### config.mk
export PLATFORM = sky130hd
export DESIGN_NAME = pred_define_unit
export DESIGN_NICKNAME = d
export VERILOG_FILES = /design/src/rtl/pdu_pkg.sv /design/src/rtl/pdu_issue_qual.sv /design/src/rtl/pdu_lane_eval.sv /design/src/rtl/pdu_dst_arbiter.sv /design/src/rtl/pred_define_unit.sv
export SDC_FILE = /design/constraint.sdc
export NUM_CORES = 1
export LEC_CHECK = 0
export CORE_MARGIN = 2
export CORE_UTILIZATION = 30
export DETAILED_ROUTE_END_ITERATION = 8
export HOLD_SLACK_MARGIN = 0.1
export PLACE_DENSITY = 0.73
export SYNTH_ARGS = -nofsm -noshare
export SYNTH_HDL_FRONTEND = slang
export SYNTH_SLANG_ARGS = --single-unit
### constraint.sdc
create_clock -name clk -period 0.8 [get_ports clk]
set_input_delay 0.12 -clock clk [delete_from_list [all_inputs] [get_ports clk]]
set_output_delay 0.12 -clock clk [all_outputs]
set_load 0.005 [all_outputs]
### src/rtl/pdu_pkg.sv
package pdu_pkg;

    localparam int KIND_W = 3;

    typedef enum logic [1:0] {
        CLS_UNC = 2'b00,
        CLS_OR  = 2'b01,
        CLS_AND = 2'b10,
        CLS_RSV = 2'b11
    } pdu_cls_e;

    function automatic pdu_cls_e kind_class(input logic [KIND_W-1:0] kind);
        return pdu_cls_e'(kind[2:1]);
    endfunction

    function automatic logic kind_inv(input logic [KIND_W-1:0] kind);
        return kind[0];
    endfunction

endpackage

### src/rtl/pdu_issue_qual.sv
module pdu_issue_qual #(
    parameter int NUM_SRC = 2
) (
    input  logic               def_vld,
    input  logic               grd_val,
    input  logic               grd_exc,
    input  logic [NUM_SRC-1:0] src_exc,
    output logic               fire,
    output logic               spec_exc
);

    always_comb begin
        // A guard carrying an exception suppresses the define outright.
        fire     = def_vld && grd_val && !grd_exc;
        spec_exc = |src_exc;
    end

endmodule

### src/rtl/pdu_lane_eval.sv
module pdu_lane_eval
    import pdu_pkg::*;
(
    input  logic              fire,
    input  logic              spec_exc,
    input  logic              cmp_res,
    input  logic              lane_en,
    input  logic [KIND_W-1:0] kind,
    input  logic              cur_val,
    input  logic              cur_rec,
    output logic              want,
    output logic              nxt_val,
    output logic              nxt_exc,
    output logic              nxt_rec
);

    pdu_cls_e cls;
    logic     eff;
    logic     fires_kind;
    logic     kind_val;

    always_comb begin
        cls = kind_class(kind);
        eff = cmp_res ^ kind_inv(kind);
        unique case (cls)
            CLS_UNC: begin fires_kind = 1'b1; kind_val = eff;  end
            CLS_OR:  begin fires_kind = eff;  kind_val = 1'b1; end
            CLS_AND: begin fires_kind = !eff; kind_val = 1'b0; end
            default: begin fires_kind = 1'b0; kind_val = 1'b0; end
        endcase

        want    = 1'b0;
        nxt_val = 1'b0;
        nxt_exc = 1'b0;
        nxt_rec = 1'b0;
        if (fire && lane_en && cls != CLS_RSV) begin
            if (spec_exc) begin
                // Deferred exception: tag it, keep the old value, drop recovery.
                want    = 1'b1;
                nxt_val = cur_val;
                nxt_exc = 1'b1;
                nxt_rec = 1'b0;
            end else if (fires_kind) begin
                want    = 1'b1;
                nxt_val = kind_val;
                nxt_exc = 1'b0;
                nxt_rec = cur_rec;
            end
        end
    end

endmodule

### src/rtl/pdu_dst_arbiter.sv
module pdu_dst_arbiter #(
    parameter int NUM_DST = 2,
    parameter int IDX_W   = 6
) (
    input  logic [NUM_DST-1:0]            want,
    input  logic [NUM_DST-1:0][IDX_W-1:0] idx,
    output logic [NUM_DST-1:0]            grant
);

    always_comb begin
        for (int i = 0; i < NUM_DST; i++) begin
            logic shadowed;
            shadowed = 1'b0;
            for (int j = i + 1; j < NUM_DST; j++) begin
                if (want[j] && idx[j] == idx[i]) shadowed = 1'b1;
            end
            grant[i] = want[i] && !shadowed;
        end
    end

endmodule

### src/rtl/pred_define_unit.sv
module pred_define_unit
    import pdu_pkg::*;
#(
    parameter int NUM_DST = 2,
    parameter int NUM_SRC = 2,
    parameter int IDX_W   = 6
) (
    input  logic                           clk,
    input  logic                           rst_n,
    input  logic                           def_vld,
    input  logic                           cmp_res,
    input  logic                           grd_val,
    input  logic                           grd_exc,
    input  logic [NUM_SRC-1:0]             src_exc,
    input  logic [NUM_DST-1:0]             dst_en,
    input  logic [NUM_DST-1:0][KIND_W-1:0] dst_kind,
    input  logic [NUM_DST-1:0][IDX_W-1:0]  dst_idx,
    input  logic [NUM_DST-1:0]             dst_cur_val,
    input  logic [NUM_DST-1:0]             dst_cur_rec,
    output logic [NUM_DST-1:0]             wr_en,
    output logic [NUM_DST-1:0][IDX_W-1:0]  wr_idx,
    output logic [NUM_DST-1:0]             wr_val,
    output logic [NUM_DST-1:0]             wr_exc,
    output logic [NUM_DST-1:0]             wr_rec
);

    typedef struct packed {
        logic             en;
        logic [IDX_W-1:0] idx;
        logic             val;
        logic             exc;
        logic             rec;
    } wr_t;

    logic                fire;
    logic                spec_exc;
    logic [NUM_DST-1:0]  want;
    logic [NUM_DST-1:0]  grant;
    logic [NUM_DST-1:0]  l_val;
    logic [NUM_DST-1:0]  l_exc;
    logic [NUM_DST-1:0]  l_rec;

    wr_t [NUM_DST-1:0] wr_d;
    wr_t [NUM_DST-1:0] wr_q;

    pdu_issue_qual #(.NUM_SRC(NUM_SRC)) u_qual (
        .def_vld  (def_vld),
        .grd_val  (grd_val),
        .grd_exc  (grd_exc),
        .src_exc  (src_exc),
        .fire     (fire),
        .spec_exc (spec_exc)
    );

    for (genvar g = 0; g < NUM_DST; g++) begin : g_lane
        pdu_lane_eval u_eval (
            .fire     (fire),
            .spec_exc (spec_exc),
            .cmp_res  (cmp_res),
            .lane_en  (dst_en[g]),
            .kind     (dst_kind[g]),
            .cur_val  (dst_cur_val[g]),
            .cur_rec  (dst_cur_rec[g]),
            .want     (want[g]),
            .nxt_val  (l_val[g]),
            .nxt_exc  (l_exc[g]),
            .nxt_rec  (l_rec[g])
        );
    end

    pdu_dst_arbiter #(.NUM_DST(NUM_DST), .IDX_W(IDX_W)) u_arb (
        .want  (want),
        .idx   (dst_idx),
        .grant (grant)
    );

    always_comb begin
        for (int i = 0; i < NUM_DST; i++) begin
            wr_d[i] = '0;
            if (grant[i]) begin
                wr_d[i].en  = 1'b1;
                wr_d[i].idx = dst_idx[i];
                wr_d[i].val = l_val[i];
                wr_d[i].exc = l_exc[i];
                wr_d[i].rec = l_rec[i];
            end
        end
    end

    always_ff @(posedge clk or negedge rst_n) begin
        if (!rst_n) wr_q <= '0;
        else        wr_q <= wr_d;
    end

    always_comb begin
        for (int i = 0; i < NUM_DST; i++) begin
            wr_en[i]  = wr_q[i].en;
            wr_idx[i] = wr_q[i].idx;
            wr_val[i] = wr_q[i].val;
            wr_exc[i] = wr_q[i].exc;
            wr_rec[i] = wr_q[i].rec;
        end
    end

endmodule

==> results of run 1 <==
==> routing by layer <==
| metal | track usage | share of wire |
|---|---|---|
| met5 | 0 | 0 |
| met4 | 0.0797 | 0.022 |
| met3 | 0.0402 | 0.085 |
| met2 | 0.341 | 0.57 |
| met1 | 0.167 | 0.33 |
==> critical path: stages <==
cell      delay, ps
buf_6            90
nand4b_1        220
a21o_1          240
nor4_4          290
buf_6           180
nor3b_2          50
==> flip-flops by register name, summed over array words and instances, names as in the netlist <==
signal,count
wr_val,2
wr_exc,2
wr_en,2
wr_idx,12
wr_rec,2
==> area by class of cell <==
class / count / area (µm²) / share of cell area
clock buffers: 3 / 22.5 / 0.0131
inverters: 1 / 3.75 / 0.00218
repair buffers: 79 / 597 / 0.346
multi-input cells: 56 / 561 / 0.325
well taps: 31 / 38.8 / 0.0225
flip-flops and latches: 20 / 500 / 0.290
==> synthesized netlist by cell type <==
| master | count |
|---|---|
| nand2_1 | 10 |
| mux2i_1 | 1 |
| nor4_4 | 1 |
| nor2b_1 | 1 |
| nor2_1 | 7 |
| a22oi_1 | 1 |
| xnor2_1 | 7 |
| clkbuf_1 | 1 |
| nor3b_1 | 4 |
| and2_1 | 6 |
| dfrtp_1 | 20 |
| mux2_4 | 1 |
| a2111oi_0 | 1 |
| a21o_1 | 1 |
| a21oi_1 | 1 |
| nand4_1 | 2 |
| nand4b_1 | 1 |
| nor3_1 | 8 |
| xor2_1 | 1 |
| a2111oi_2 | 1 |
| or2_2 | 1 |
| inv_1 | 1 |
==> logic make-up (layout without fill, tap and decap cells) <==
logic type                Yosys count  count (layout)  share of synthesized area
muxes                               2               2                     0.0286
DFF                                20              20                      0.573
xor gates and xnor gates            8               8                     0.0802
AOI/OAI and AO/OA                   5               5                     0.0501
buffers and inverters               2              83                    0.00859
and+or+nand+nor                    41              41                      0.259
==> repair_timing <==
| action | in CTS | in global routing |
|---|---|---|
| setup endpoints to repair | 40 | 39 |
| gates resized for setup | 157 | 55 |
| hold endpoints to repair | 1 | 4 |
| gates cloned | 2 | 0 |
| buffers inserted | 5 | 1 |
| pin swaps | 22 | 25 |
==> report_power, final <==
part           leakage (µW)  internal (µW)  switching (µW)  total [µW]
Clock             0.0000138            176             297         473
Sequential         0.000278           1020            3.38        1030
Combinational      0.000554            297             218         515
Total              0.000846           1500             519        2020
==> stage by stage <==
step	total power, µW	util	setup WS (ps)
2_1_floorplan	1170	-	-445
3_3_place_gp	1480	0.575	-950
3_5_place_dp	1490	0.575	-1000
4_1_cts	1970	0.595	-284
5_1_grt	2100	0.625	-228
6_report	2020	0.625	-207
==> worst paths after layout <==
check / startpoint / end / slack (ps) / depth (start not counted)
min: dst_kind[4] / wr_rec[1]$_DFF_PN0_ / 50 / 2
max: grd_exc / wr_en[0]$_DFF_PN0_ / -210 / 6
min in group asynchronous: rst_n / wr_idx[8]$_DFF_PN0_ / 150 / 2
max in group asynchronous: rst_n / wr_idx[4]$_DFF_PN0_ / 520 / 2
==> results.tsv, run 1 <==
metric	value	unit
YS warnings	0	
Req. time, crit path	990	ps
Syn Inst Count	78	
ranking of synthesized cells by area	dfrtp_1 (57%), xnor2_1 (7.0%), nor3_1 (4.6%), and2_1 (4.3%), nand2_1 (4.3%)	
first-pass GRT wire length	4370	µm
CTS sink count	20	
worst min path class	input port to register	
vias per std cell	4.78	
DIE AREA	3360	µm²
Mapped Area	873	µm²
post-DP HPWL	1890	µm
Design Area, Final	1720	µm²
Die Y-Extent	58.0	µm
drt pass-1 iters	4	
Max-cap violations	0	
minimum clock period	1010	ps
sequential-to-total area share from yosys stat	0.573	
CP max FO	5	
Initial Util	0.317	
vias in the first global route	1014	
fin crit share	1.26	
Yosys reg bits	20	
RSZ-0062 raised after global routing	yes	
critical path type	input port to register	
fillers	224	
final hold violation count	0	
total gr overflow	0	
largest area contributor in the netlist	dfrtp_1	
Max Fclk	993	MHz
# DRC	0	
root buf cell	clkbuf_4	
pwr dens	1170	nW/µm²
total CTS buffers	3	
width of the die	58.0	µm
GP Congestion	0.786	
leakage	0.000846	µW
H-tree depth	1	
Max Slew Vio Count	0	
top cell type's share of synthesized area	0.573	
syn avg cell area	11.2	µm²
P&R area growth vs syn	97.3	%
crit path capture type	register	
Max IR drop VDD	0.000959	V
Clock transition at path regs	100	ps
Cell Rows	19	
failing checks	setup timing	
io pins	52	
Post-DP Area	1590	µm²
Setup TNS	-5100	ps
Nets	193	
commonest non-fill, non-tap cells in the layout	buf_2 (22), dfrtp_1 (20), buf_4 (19)	
layout cells sized above 1	0.623	
Net Count, Synth	110	
Worst slew margin	0.790	
DRT iter0 DRCs	14	
# diodes	0	
I/O Buffers	51	
via count	909	
Startpoint Class	input port	
final setup vio count	38	
Worst Max-Slew Pin Slew	314	ps
core area	2760	µm²
largest net degree at the start of global routing	21	
Post-Place Cells	177	
Fin Hold WS	54.4	ps
most common cell after layout, fill and taps aside	buf_2	
initial antenna violation count	0	
Post-Route WL	2820	µm
Worst Path Arrival	1200	ps
GR Util All Layers	0.173	
WL per Instance	14.8	µm
CTS tree	done	
DRT antenna net count	0	
non-filler cells in the finished layout	190	
Yosys cell types	22	
clock buffer depth	2	
final worst-path setup slack	-207	ps
status	finished, violations left	
Power figures use the tool's default switching activity.
==> run 2, diff against run 1 <==
--- a/config.mk
+++ b/config.mk
@@ -6,10 +6,11 @@
 export NUM_CORES = 1
 export LEC_CHECK = 0
 export CORE_MARGIN = 2
-export CORE_UTILIZATION = 30
+export CORE_UTILIZATION = 33
+export CTS_CLUSTER_DIAMETER = 150
 export DETAILED_ROUTE_END_ITERATION = 8
 export HOLD_SLACK_MARGIN = 0.1
-export PLACE_DENSITY = 0.73
+export PLACE_DENSITY = 0.79
 export SYNTH_ARGS = -nofsm -noshare
 export SYNTH_HDL_FRONTEND = slang
 export SYNTH_SLANG_ARGS = --single-unit
==> results.tsv, run 2 (synthesis results as in run 1) <==
metric	value	unit	change
max reg flops	12		unchanged
leakage	0.000853	µW	+0.85%
core area	2500	µm²	-9.3%
final setup vio count	37		-2.6%
DIE AREA	3070	µm²	-8.5%
I/O Buffers	51		unchanged
CTS sink count	20		unchanged
Cell Rows	18		-1
CTS tree	done		
initial antenna violation count	0		unchanged
Initial Util	0.349		+0.0327
vias in the first global route	1002		-1.2%
vias per std cell	4.80		+0.31%
# diodes	0		unchanged
Req. time, crit path	970	ps	-20 ps
Setup TNS	-5070	ps	+31.4 ps
worst path cell trace	buf_8 -> xnor2_4 -> mux2_4 -> nor4_4 -> buf_6 -> nor3b_4		
CP max stage delay	340	ps	+50 ps
Post-Route WL	2840	µm	+0.96%
first-pass GRT wire length	4600	µm	+5.2%
CP max FO	5		unchanged
P&R area growth vs syn	97.1	%	about the same
total gr overflow	0		unchanged
fin crit share	1.28		+0.0262
Max IR drop VDD	0.000715	V	-25%
failing checks	setup timing		
hold_sp	dst_kind[4]		
largest net degree at the start of global routing	21		unchanged
Worst slew margin	0.791		about the same
DRT antenna net count	0		unchanged
Die Y-Extent	55.4	µm	-4.3%
Startpoint Class	input port		
Post-Place Cells	176		-0.56%
io pins	52		unchanged
Worst Setup SP	dst_kind[3]		
Max Fclk	973	MHz	-2.0%
commonest non-fill, non-tap cells in the layout	buf_2 (23), dfrtp_1 (20), buf_4 (17)		
root buf cell	clkbuf_4		
slowest cell on the critical path	mux2_4		
Worst Max-Slew Pin Slew	313	ps	-1.09 ps
width of the die	55.4	µm	-4.3%
Post-DP Area	1580	µm²	about the same
drt pass-1 iters	4		unchanged
final worst-path setup slack	-228	ps	-20.9 ps
layout cells sized above 1	0.629		+0.00629
WL per Instance	15.0	µm	+1.5%
post-DP HPWL	1920	µm	+1.6%
most common cell after layout, fill and taps aside	buf_2		
RSZ-0062 raised after global routing	yes		
fillers	206		-8.0%
Max-cap violations	0		unchanged
Max Slew Vio Count	0		unchanged
total CTS buffers	3		unchanged
worst min path class	input port to register		
Worst Path Arrival	1200	ps	about the same
non-filler cells in the finished layout	189		-0.53%
status	finished, violations left		
Design Area, Final	1720	µm²	about the same
Fin Hold WS	26.6	ps	-27.8 ps
Clock transition at path regs	110	ps	about the same
Nets	193		unchanged
DRT iter0 DRCs	7		-7
clock buffer depth	2		unchanged
GR Util All Layers	0.199		+0.0255
final hold violation count	0		unchanged
critical path type	input port to register		
minimum clock period	1030	ps	+20.9 ps
pwr dens	1160	nW/µm²	-0.68%
GP Congestion	0.786		about the same
via count	907		-0.22%
crit path capture type	register		
H-tree depth	1		unchanged
# DRC	0		unchanged
post-layout util	0.689		+0.0639
[run 2: changes by cell type in the layout (fill, tap and decap cells not counted), moves of 2 or more]
| cell | before | now |
|---|---|---|
| buf_4 | 19 | 17 |
| dlygate4sd3_1 | 3 | 5 |
| and2_4 | 2 | 4 |
| and2_1 | 4 | 2 |
[run 2: layer usage]
layer  up-vias  track usage  part of all wire
met2        42        0.379              0.57
met3         2       0.0679             0.087
met5         -            0                 0
met4         0       0.0836            0.0095
li1        427            -                 -
met1       436        0.189              0.33
[run 2: through the flow]
stage               setup WS (ps)  power, µW
global route                 -265       2100
finish                       -228       2000
global placement             -953       1470
floorplan                    -445       1170
CTS                          -299       1950
detailed placement          -1010       1490
[run 2: repair_timing]
item / 4_1_cts / 5_1_grt
cloned: 2 / 0
hold endpoints to repair: 1 / 6
buffers inserted: 4 / 0
setup endpoints to repair: 40 / 39
pin swaps: 24 / 26
resized for setup: 160 / 58
[run 2: path summary, 6_finish.rpt]
kind / cells past startpoint / endpoint / slack [ps]
setup / recovery: 6 / wr_en[0]$_DFF_PN0_ / -230
hold / removal: 2 / wr_rec[1]$_DFF_PN0_ / 30
min in group asynchronous: 2 / wr_idx[11]$_DFF_PN0_ / 160
max in group asynchronous: 2 / wr_idx[3]$_DFF_PN0_ / 500
[run 2: worst max-delay path, delay by kind of cell]
| kind | cells | cell delay (ps) |
|---|---|---|
| XOR/XNOR | 1 | 170 |
| buffers and inverters | 2 | 290 |
| multiplexers | 1 | 340 |
| AND/OR/NAND/NOR | 2 | 270 |
[run 2: area by class of cell]
cell class | instances | area, µm² | area share
Timing Repair Buffer | 79 | 591 | 0.343
Inverter | 1 | 3.75 | 0.00218
Tap cell | 30 | 37.5 | 0.0218
Sequential cell | 20 | 500 | 0.291
Multi-Input combinational cell | 56 | 567 | 0.329
Clock buffer | 3 | 22.5 | 0.0131
[run 2: power breakdown]
part / internal [µW] / switching, µW / total [µW]
combinational: 295 / 223 / 517
sequential: 1020 / 3.07 / 1030
clock: 175 / 281 / 456
==> run 3, diff against run 2 <==
==> constraint.sdc (replaced) <==
create_clock -name clk -period 0.94 [get_ports clk]
set_input_delay 0.141 -clock clk [delete_from_list [all_inputs] [get_ports clk]]
set_output_delay 0.141 -clock clk [all_outputs]
set_load 0.005 [all_outputs]
==> results.tsv, run 3 (synthesis results as in run 1) <==
metric	value	unit	change
power consumption	1660	µW	-17%
Post-Route WL	2890	µm	+1.5%
pwr dens	1010	nW/µm²	-13%
width of the die	55.4	µm	unchanged
clock buffer depth	2		unchanged
vias in the first global route	1039		+3.7%
post-layout util	0.658		-0.0305
CTS sink count	20		unchanged
most common cell after layout, fill and taps aside	buf_2		
minimum clock period	1060	ps	
Worst Max-Slew Pin Slew	404	ps	+90.8 ps
final setup vio count	19		-49%
sequential share of power	0.527		+0.014
DIE AREA	3070	µm²	unchanged
RSZ-0062 raised after global routing	yes		
Clock transition at path regs	100	ps	about the same
Worst slew margin	0.730		-0.0607
final hold violation count	0		unchanged
crit path capture type	register		
Psw	412	µW	-19%
# DRC	0		unchanged
slowest cell on the critical path	mux2i_2		
DRT iter0 DRCs	11		+4
Post-Place Cells	177		+0.57%
fin crit share	1.12		
Cell Rows	18		unchanged
H-tree depth	1		unchanged
Req. time, crit path	1170	ps	+200 ps
CP most frequent cell	buf_4		
final worst-path setup slack	-117	ps	+111 ps
post-DP HPWL	1980	µm	+3.3%
root buf cell	clkbuf_4		
DRT antenna net count	0		unchanged
io pins	52		unchanged
Max Slew Vio Count	0		unchanged
vias per std cell	4.85		+1.1%
CP max FO	2		-3
CTS tree	done		
commonest non-fill, non-tap cells in the layout	buf_2 (23), buf_4 (21), dfrtp_1 (20)		
initial antenna violation count	0		unchanged
total gr overflow	0		unchanged
Startpoint Class	input port		
status	finished, violations left		
Comb pwr share	0.240		-0.019
drt pass-1 iters	3		-1
Max Fclk	946	MHz	
Sw Share	0.249		-0.00482
pre-CTS WS	-925	ps	+85.4 ps
via count	922		+1.7%
leakage	0.000835	µW	-2.0%
largest net degree at the start of global routing	21		unchanged
I/O Buffers	51		unchanged
total CTS buffers	3		unchanged
CP max stage delay	330	ps	about the same
Setup TNS	-1220	ps	+3850 ps
Max-cap violations	0		unchanged
Initial Util	0.349		unchanged
fillers	204		-0.97%
GR Util All Layers	0.193		-0.00593
GP Congestion	0.787		+0.17%
worst min path class	input port to register		
core area	2500	µm²	unchanged
# diodes	0		unchanged
worst path cell trace	buf_8 -> buf_4 -> xor2_2 -> mux2i_2 -> buf_4 -> nand4_1 -> nor2_2		
Worst Path Arrival	1290	ps	+90 ps
non-filler cells in the finished layout	190		+0.53%
Die Y-Extent	55.4	µm	unchanged
max reg flops	12		unchanged
Clk pwr share	0.232		+0.004
P&R area growth vs syn	88.4	%	
failing checks	setup timing		
Nets	194		+0.52%
first-pass GRT wire length	4660	µm	+1.3%
WL per Instance	15.2	µm	+0.94%
critical path type	input port to register		
internal power	1250	µW	-17%
layout cells sized above 1	0.600		-0.0289
Max IR drop VDD	0.000696	V	-2.7%
==> run 3: cell types whose count changed in the layout (fill, tap and decap cells not counted), sizes merged <==
cell         delta
buf             +1
dlygate4sd2     +1
dlygate4sd3     -1
==> run 3: power by group through the flow <==
stage	clock network (µW)	logic, µW	registers [µW]
final	385	398	874
after global routing	444	429	876
after CTS	397	383	874
after detailed placement	0	382	892
after global placement	0	367	891
after floorplan	0	103	893
==> run 3: layer usage <==
metal | part of all wire | track usage | wire, µm
met5 | 0 | 0 | 0
met3 | 0.076 | 0.0632 | 220
met1 | 0.33 | 0.192 | 964
met2 | 0.57 | 0.350 | 1640
met4 | 0.021 | 0.101 | 61
==> run 3: cell type report <==
| type | count | area (µm²) | share of cell area |
|---|---|---|---|
| clock buffers | 3 | 22.5 | 0.0137 |
| inverters | 1 | 3.75 | 0.00228 |
| repair buffers | 80 | 582 | 0.354 |
| multi-input cells | 56 | 499 | 0.303 |
| well taps | 30 | 37.5 | 0.0228 |
| flip-flops and latches | 20 | 500 | 0.304 |
==> run 3: final timing paths <==
path,slack (ps),start,endpoint,cells after the start
max,-120,cmp_res,wr_rec[0]$_DFF_PN0_,7
min in group asynchronous,180,rst_n,wr_idx[11]$_DFF_PN0_,2
max in group asynchronous,630,rst_n,wr_exc[0]$_DFF_PN0_,2
min,60,dst_kind[4],wr_rec[1]$_DFF_PN0_,2
==> run 3: per-stage QoR <==
stage               area, µm²  hold slack, ps
floorplan                 893            -155
global placement         1590             499
detailed placement       1590             500
CTS                      1620            53.8
global route             1650            40.8
finish                   1650            62.2
==> run 3: what timing repair did <==
| item | CTS | global route |
|---|---|---|
| endpoints found under the hold margin | 1 | 5 |
| gates resized for setup | 153 | 43 |
| setup buffers | 5 | 1 |
| pin swaps | 23 | 20 |
| cloned | 2 | 0 |
| setup endpoints to repair | 40 | 39 |
==> run 3: critical path, delay by kind of cell <==
kind / cells / cell delay [ps]
mux: 1 / 330
buf+inv: 3 / 400
simple gates: 2 / 220
xor+xnor: 1 / 210
